### config.mk
export PLATFORM = sky130hd
export DESIGN_NAME = packed_palette
export DESIGN_NICKNAME = d
export VERILOG_FILES = /design/src/rtl/pal_pkg.sv /design/src/rtl/pal_index_mask.sv /design/src/rtl/pal_word_store.sv /design/src/rtl/pal_half_select.sv /design/src/rtl/packed_palette.sv
export SDC_FILE = /design/constraint.sdc
export NUM_CORES = 2
export LEC_CHECK = 0
export CELL_PAD_IN_SITES_DETAIL_PLACEMENT = 1
export CELL_PAD_IN_SITES_GLOBAL_PLACEMENT = 1
export CORE_MARGIN = 8
export CORE_UTILIZATION = 29
export CTS_CLUSTER_SIZE = 14
export DETAILED_ROUTE_END_ITERATION = 8
export DONT_BUFFER_PORTS = 1
export GPL_TIMING_DRIVEN = 0
export PLACE_DENSITY = 0.45
export REMOVE_ABC_BUFFERS = 1
export SLEW_MARGIN = 40
export SYNTH_ARGS = -nofsm -noshare
export SYNTH_HDL_FRONTEND = slang
export SYNTH_HIERARCHICAL = 1
export SYNTH_SLANG_ARGS = --single-unit
export TNS_END_PERCENT = 10
### constraint.sdc
create_clock -name clk -period 4.9 [get_ports clk]
set_input_delay 0.98 -clock clk [delete_from_list [all_inputs] [get_ports clk]]
set_output_delay 0.98 -clock clk [all_outputs]
set_load 0.05 [all_outputs]
### src/rtl/pal_pkg.sv
// Shared definitions for the packed palette: the pixel depth codes.
package pal_pkg;
    typedef enum logic [1:0] {
        BPP_1 = 2'd0,
        BPP_2 = 2'd1,
        BPP_4 = 2'd2,
        BPP_8 = 2'd3
    } bpp_e;
endpackage

### src/rtl/pal_index_mask.sv
// Index masking: keeps only the index bits that the pixel depth makes
// meaningful and zero-extends the rest. This logic is purely combinational.
// Assumes INDEX_W >= 4.
module pal_index_mask #(
    parameter int INDEX_W = 8
) (
    input  pal_pkg::bpp_e        mode,
    input  logic [INDEX_W-1:0]   raw_index,
    output logic [INDEX_W-1:0]   eff_index
);
    logic [INDEX_W-1:0] keep;

    // Build the keep mask for the selected depth.
    always_comb begin
        case (mode)
            pal_pkg::BPP_1: keep = INDEX_W'(1);
            pal_pkg::BPP_2: keep = INDEX_W'(3);
            pal_pkg::BPP_4: keep = INDEX_W'(15);
            default:        keep = '1;
        endcase
    end

    assign eff_index = raw_index & keep;
endmodule

### src/rtl/pal_word_store.sv
// Word storage: DEPTH words of WORD_W bits, with one write port and two
// registered read ports (readback and lookup). A read of a word that is
// being written in the same cycle returns the old contents. The array has
// no reset; only the read registers are cleared.
module pal_word_store #(
    parameter int WORD_W = 32,
    parameter int DEPTH  = 128,
    localparam int ADDR_W = $clog2(DEPTH)
) (
    input  logic              clk,
    input  logic              rst_n,
    input  logic              wr_en,
    input  logic [ADDR_W-1:0] wr_addr,
    input  logic [WORD_W-1:0] wr_data,
    input  logic [ADDR_W-1:0] rd_addr,
    output logic [WORD_W-1:0] rd_data,
    input  logic              lk_en,
    input  logic [ADDR_W-1:0] lk_addr,
    output logic [WORD_W-1:0] lk_word
);
    logic [WORD_W-1:0] mem [DEPTH];

    // Store a word on each write strobe.
    always_ff @(posedge clk) begin
        if (wr_en) begin
            mem[wr_addr] <= wr_data;
        end
    end

    // Readback register: follows rd_addr every cycle.
    always_ff @(posedge clk) begin
        if (!rst_n) begin
            rd_data <= '0;
        end else begin
            rd_data <= mem[rd_addr];
        end
    end

    // Lookup register: loads the addressed word when a lookup is requested.
    always_ff @(posedge clk) begin
        if (!rst_n) begin
            lk_word <= '0;
        end else if (lk_en) begin
            lk_word <= mem[lk_addr];
        end
    end
endmodule

### src/rtl/pal_half_select.sv
// Halfword select: tracks the valid flag and the index LSB alongside the
// registered lookup word, and picks the low half (even entry) or the high
// half (odd entry). The output is zero while no entry is valid.
module pal_half_select #(
    parameter int ENTRY_W = 16,
    localparam int WORD_W = 2 * ENTRY_W
) (
    input  logic               clk,
    input  logic               rst_n,
    input  logic               lk_en,
    input  logic               lk_half,
    input  logic [WORD_W-1:0]  word_q,
    output logic [ENTRY_W-1:0] entry,
    output logic               entry_valid
);
    logic half_q;
    logic valid_q;
    logic [ENTRY_W-1:0] lanes [2];

    // Delay the valid flag and halfword select to line up with the word.
    always_ff @(posedge clk) begin
        if (!rst_n) begin
            valid_q <= 1'b0;
            half_q  <= 1'b0;
        end else begin
            valid_q <= lk_en;
            if (lk_en) begin
                half_q <= lk_half;
            end
        end
    end

    // Split the word into its two entry lanes, low lane first.
    for (genvar g = 0; g < 2; g++) begin : g_lane
        assign lanes[g] = word_q[g*ENTRY_W +: ENTRY_W];
    end

    // Select the lane, or force zero when no entry is valid.
    always_comb begin
        entry = valid_q ? lanes[half_q] : '0;
    end

    assign entry_valid = valid_q;
endmodule

### src/rtl/packed_palette.sv
// Packed palette top: 2**INDEX_W entries of ENTRY_W bits, stored two per
// word. Index bits above bit 0 select the word and bit 0 selects the half.
// Lookups have a latency of one clock. Reset clears the output registers
// but not the table contents.
module packed_palette #(
    parameter int ENTRY_W = 16,
    parameter int INDEX_W = 8,
    localparam int WORD_W = 2 * ENTRY_W,
    localparam int ADDR_W = INDEX_W - 1,
    localparam int DEPTH  = 2 ** ADDR_W
) (
    input  logic               clk,
    input  logic               rst_n,
    input  logic               wr_en,
    input  logic [ADDR_W-1:0]  wr_addr,
    input  logic [WORD_W-1:0]  wr_data,
    input  logic [ADDR_W-1:0]  rd_addr,
    output logic [WORD_W-1:0]  rd_data,
    input  logic               px_valid,
    input  logic [INDEX_W-1:0] px_index,
    input  logic [1:0]         bpp_mode,
    output logic [ENTRY_W-1:0] px_entry,
    output logic               px_entry_valid
);
    logic [INDEX_W-1:0] eff_index;
    logic [ADDR_W-1:0]  lk_word_addr;
    logic [WORD_W-1:0]  lk_word;

    pal_index_mask #(.INDEX_W(INDEX_W)) u_mask (
        .mode      (pal_pkg::bpp_e'(bpp_mode)),
        .raw_index (px_index),
        .eff_index (eff_index)
    );

    assign lk_word_addr = eff_index[INDEX_W-1:1];

    pal_word_store #(.WORD_W(WORD_W), .DEPTH(DEPTH)) u_store (
        .clk     (clk),
        .rst_n   (rst_n),
        .wr_en   (wr_en),
        .wr_addr (wr_addr),
        .wr_data (wr_data),
        .rd_addr (rd_addr),
        .rd_data (rd_data),
        .lk_en   (px_valid),
        .lk_addr (lk_word_addr),
        .lk_word (lk_word)
    );

    pal_half_select #(.ENTRY_W(ENTRY_W)) u_half (
        .clk         (clk),
        .rst_n       (rst_n),
        .lk_en       (px_valid),
        .lk_half     (eff_index[0]),
        .word_q      (lk_word),
        .entry       (px_entry),
        .entry_valid (px_entry_valid)
    );
endmodule

==> flow_summary.yaml <==
drt:
  wire_per_inst_um: 42.4
  vias: 105000
  dr.first_iter.drc_count: 13500
  wl_um: 783000
  dr.pass1.iters: 5
  ant_nets: 0
  drcViolationCount: 0
  viasPerCell: 5.71
cts:
  h-tree-depth: 5
  postCtsSetupRepairBufs: 0
  clk_latency_ps: 1060
  clockBufferDepth: 4
  clkSlewWorstSetupHoldPaths_ps: 60
  cts_buffers: 468
  cts_tree: "yes"
  cts_root_buf: "clkbuf_16"
  cts.sink_count: 4162
min_path:
  hold_path_depth: 0
  min-delay-path-class: "input port to register"
sta:
  fin_crit_sh_pct: 104
  fmax_mhz: 196
  fin_skew_ps: 33.4
  hold_violations: 0
  drv_slew: 0
  whs_ps: 45.3
  slew_headroom_pct: 37.2
  setup_slack_ps: -192
  tightest_slew_ps: 935
  setup_viol: 4
  grt_setup_unrepaired: "false"
  period_needed_ps: 5090
critical_path:
  worst_setup_path_end_kind: "register"
  path_class: "input port to register"
  critical_path.max_stage_delay_ps: 600
  reg2reg_depth: 5
  crit_path_frequent_cell: "buf_16"
  path_cells: "buf_16 -> buf_16 -> buf_16 -> buf_16 -> buf_16 -> mux4_2 -> mux4_2 -> a22oi_1 -> nand2_1 -> a22o_1"
  cp.required_ps: 5700
  cp_max_fo: 85
  worstPathArrival_ps: 5890
  crit_path_start_kind: "input port"
  cp_slowest_cell: "mux4_2"
finish:
  syn2layout_area_growth_pct: 22.1
  final-instance-count-excl-fill: 18500
  layout_common_cells: "edfxtp_1, mux4_2, clkbuf_16, buf_16, mux2i_1"
  drive_gt1_share_pct: 43.1
  nNetsFinal: 9432
  final_common_cell: "edfxtp_1"
power:
  power_mw: 82.3
  p_per_area_nw_per_um2: 354
  leakage_nw: 71.1
  vdd_drop_max_v: 0.000322
synth:
  synth_edf_count: 4096
  synth_seq_area_share_pct: 65.3
  synth_top_cell_area_share_pct: 64.6
  ys_ff_latch: 4162
  synthTopCellsByArea: "edfxtp_1, mux4_2, mux2i_1"
  synth_area_um2: 190000
  async_reset_ff_share_pct: 0
  netlist_instances: 8721
  yosysWarnings: 6
  avgSynthCellArea_um2: 21.8
  synth_area_leader_cell: "edfxtp_1"
  synth_cell_types: 51
  synth_ff_type: "edfxtp_1"
global_route:
  antenna_found_initial: 61
  globalRouteMet3Util_pct: 4.20
  grt_use_met2_pct: 37.7
  grt_pass1_wl_um: 1040000
  grt_pass1_vias: 112000
  gr-total-overflow: 0
  use_met1_pct: 29.2
  grt_max_degree: 133
  grt.busiest_layer: "met2"
  track_usage_pct: 22.4
die:
  fp.dieArea_um2: 683000
  start_util_pct: 29.1
  num_rows: 297
  die_h_um: 826
  io_pins: 109
  die_w_um: 826
  core_area_um2: 654000
flow_run:
  cap_violations: 0
placement:
  portBuffers: 0
  gp_congestion: 0.758
  hpwlAfterDp_um: 534000
  dpl.cell_count: 17500
  place_ws_ps: -2510
outcome:
  status: "finished, violations left"
  violations: "negative setup slack"
worst paths after layout:
path	startpoint	end	slack (ps)
hold / removal	wr_data[22]	u_store/mem[55][22]	50
setup reg to reg	u_store/mem[19][26]	u_store/rd_data[26]	1510
hold reg to reg	u_store/lk_word[16]	u_store/lk_word[16]	520
setup / recovery	rd_addr[1]	u_store/rd_data[26]	-190
synth_stat cells (71+ instances only):
cell type and n:
edfxtp_1 4096, mux4_2 2341, clkbuf_1 345, mux2i_1 248, nand2_1 223, buf_2 181
a22oi_1 162, nor2_1 149, o22ai_1 90, buf_1 78, a21oi_1 73, o21ai_0 71
power breakdown:
group	total, mW	switching (mW)	internal [mW]
sequential	39.5	0.196	39.3
clock	35.8	15.2	20.6
combinational	6.98	3.95	3.03
layout make-up:
cell class / instances / area (um^2)
fillers: 62400 / 422000
flip-flops and latches: 4162 / 124000
multi-input cells: 3850 / 64800
repair buffers: 886 / 17300
clock buffers: 586 / 12400
well taps: 8671 / 10800
clock inverters: 284 / 2810
inverters: 4 / 40.0
diodes: 8 / 20.0
critical path: cells and delay by family:
family                 cells  cell delay (ps)
buffers and inverters      5             1580
multiplexers               2             1010
AND/OR/NAND/NOR            1              530
AO/OA/AOI/OAI              2             1120
per-layer routing:
layer / wire, um / vias to the layer above / part of all wire, %
li1: - / 40300 / -
met1: 317000 / 60000 / 40
met2: 384000 / 3989 / 49
met3: 52300 / 934 / 6.7
met4: 30100 / 16 / 3.8
met5: 103 / - / 0.013
registers in the layout, summed over array words and instances (netlist names):
signal,cells
u_store/rd_data,32
u_half/half_q,1
u_half/entry_valid,1
u_store/lk_word,32
u_store/mem,4096
logic make-up (layout without fill, tap and decap cells):
group                  count (synthesis)  in the layout  share of synthesized area (%)
AO/OA/AOI/OAI                        643            643                           2.37
other                                  0              8                              0
flip-flops                          4162           4162                           65.3
buffers and inverters                709           1760                           1.78
AND/OR/NAND/NOR                      588            588                           1.40
multiplexers                        2619           2619                           29.2
timing repair:
item | CTS | global route
gates resized for setup | 23 | 4
pin swaps | 1 | 0
hold buffers | 42 | 3
gates cloned | 10 | 3
hold endpoints to repair | 407 | 21
endpoints found under the setup margin | 27 | 16
stage by stage:
stage                     util (%)  TNS (ps)  instance area [um^2]
final                         35.5      -349                233000
after global routing          35.5         0                233000
after CTS                     35.5     -8.11                232000
after detailed placement      33.0    -63860                216000
after global placement        30.2         -                198000
after floorplan                  -  -1323560                187000
Note: power is estimated with default switching activity, not from simulation.
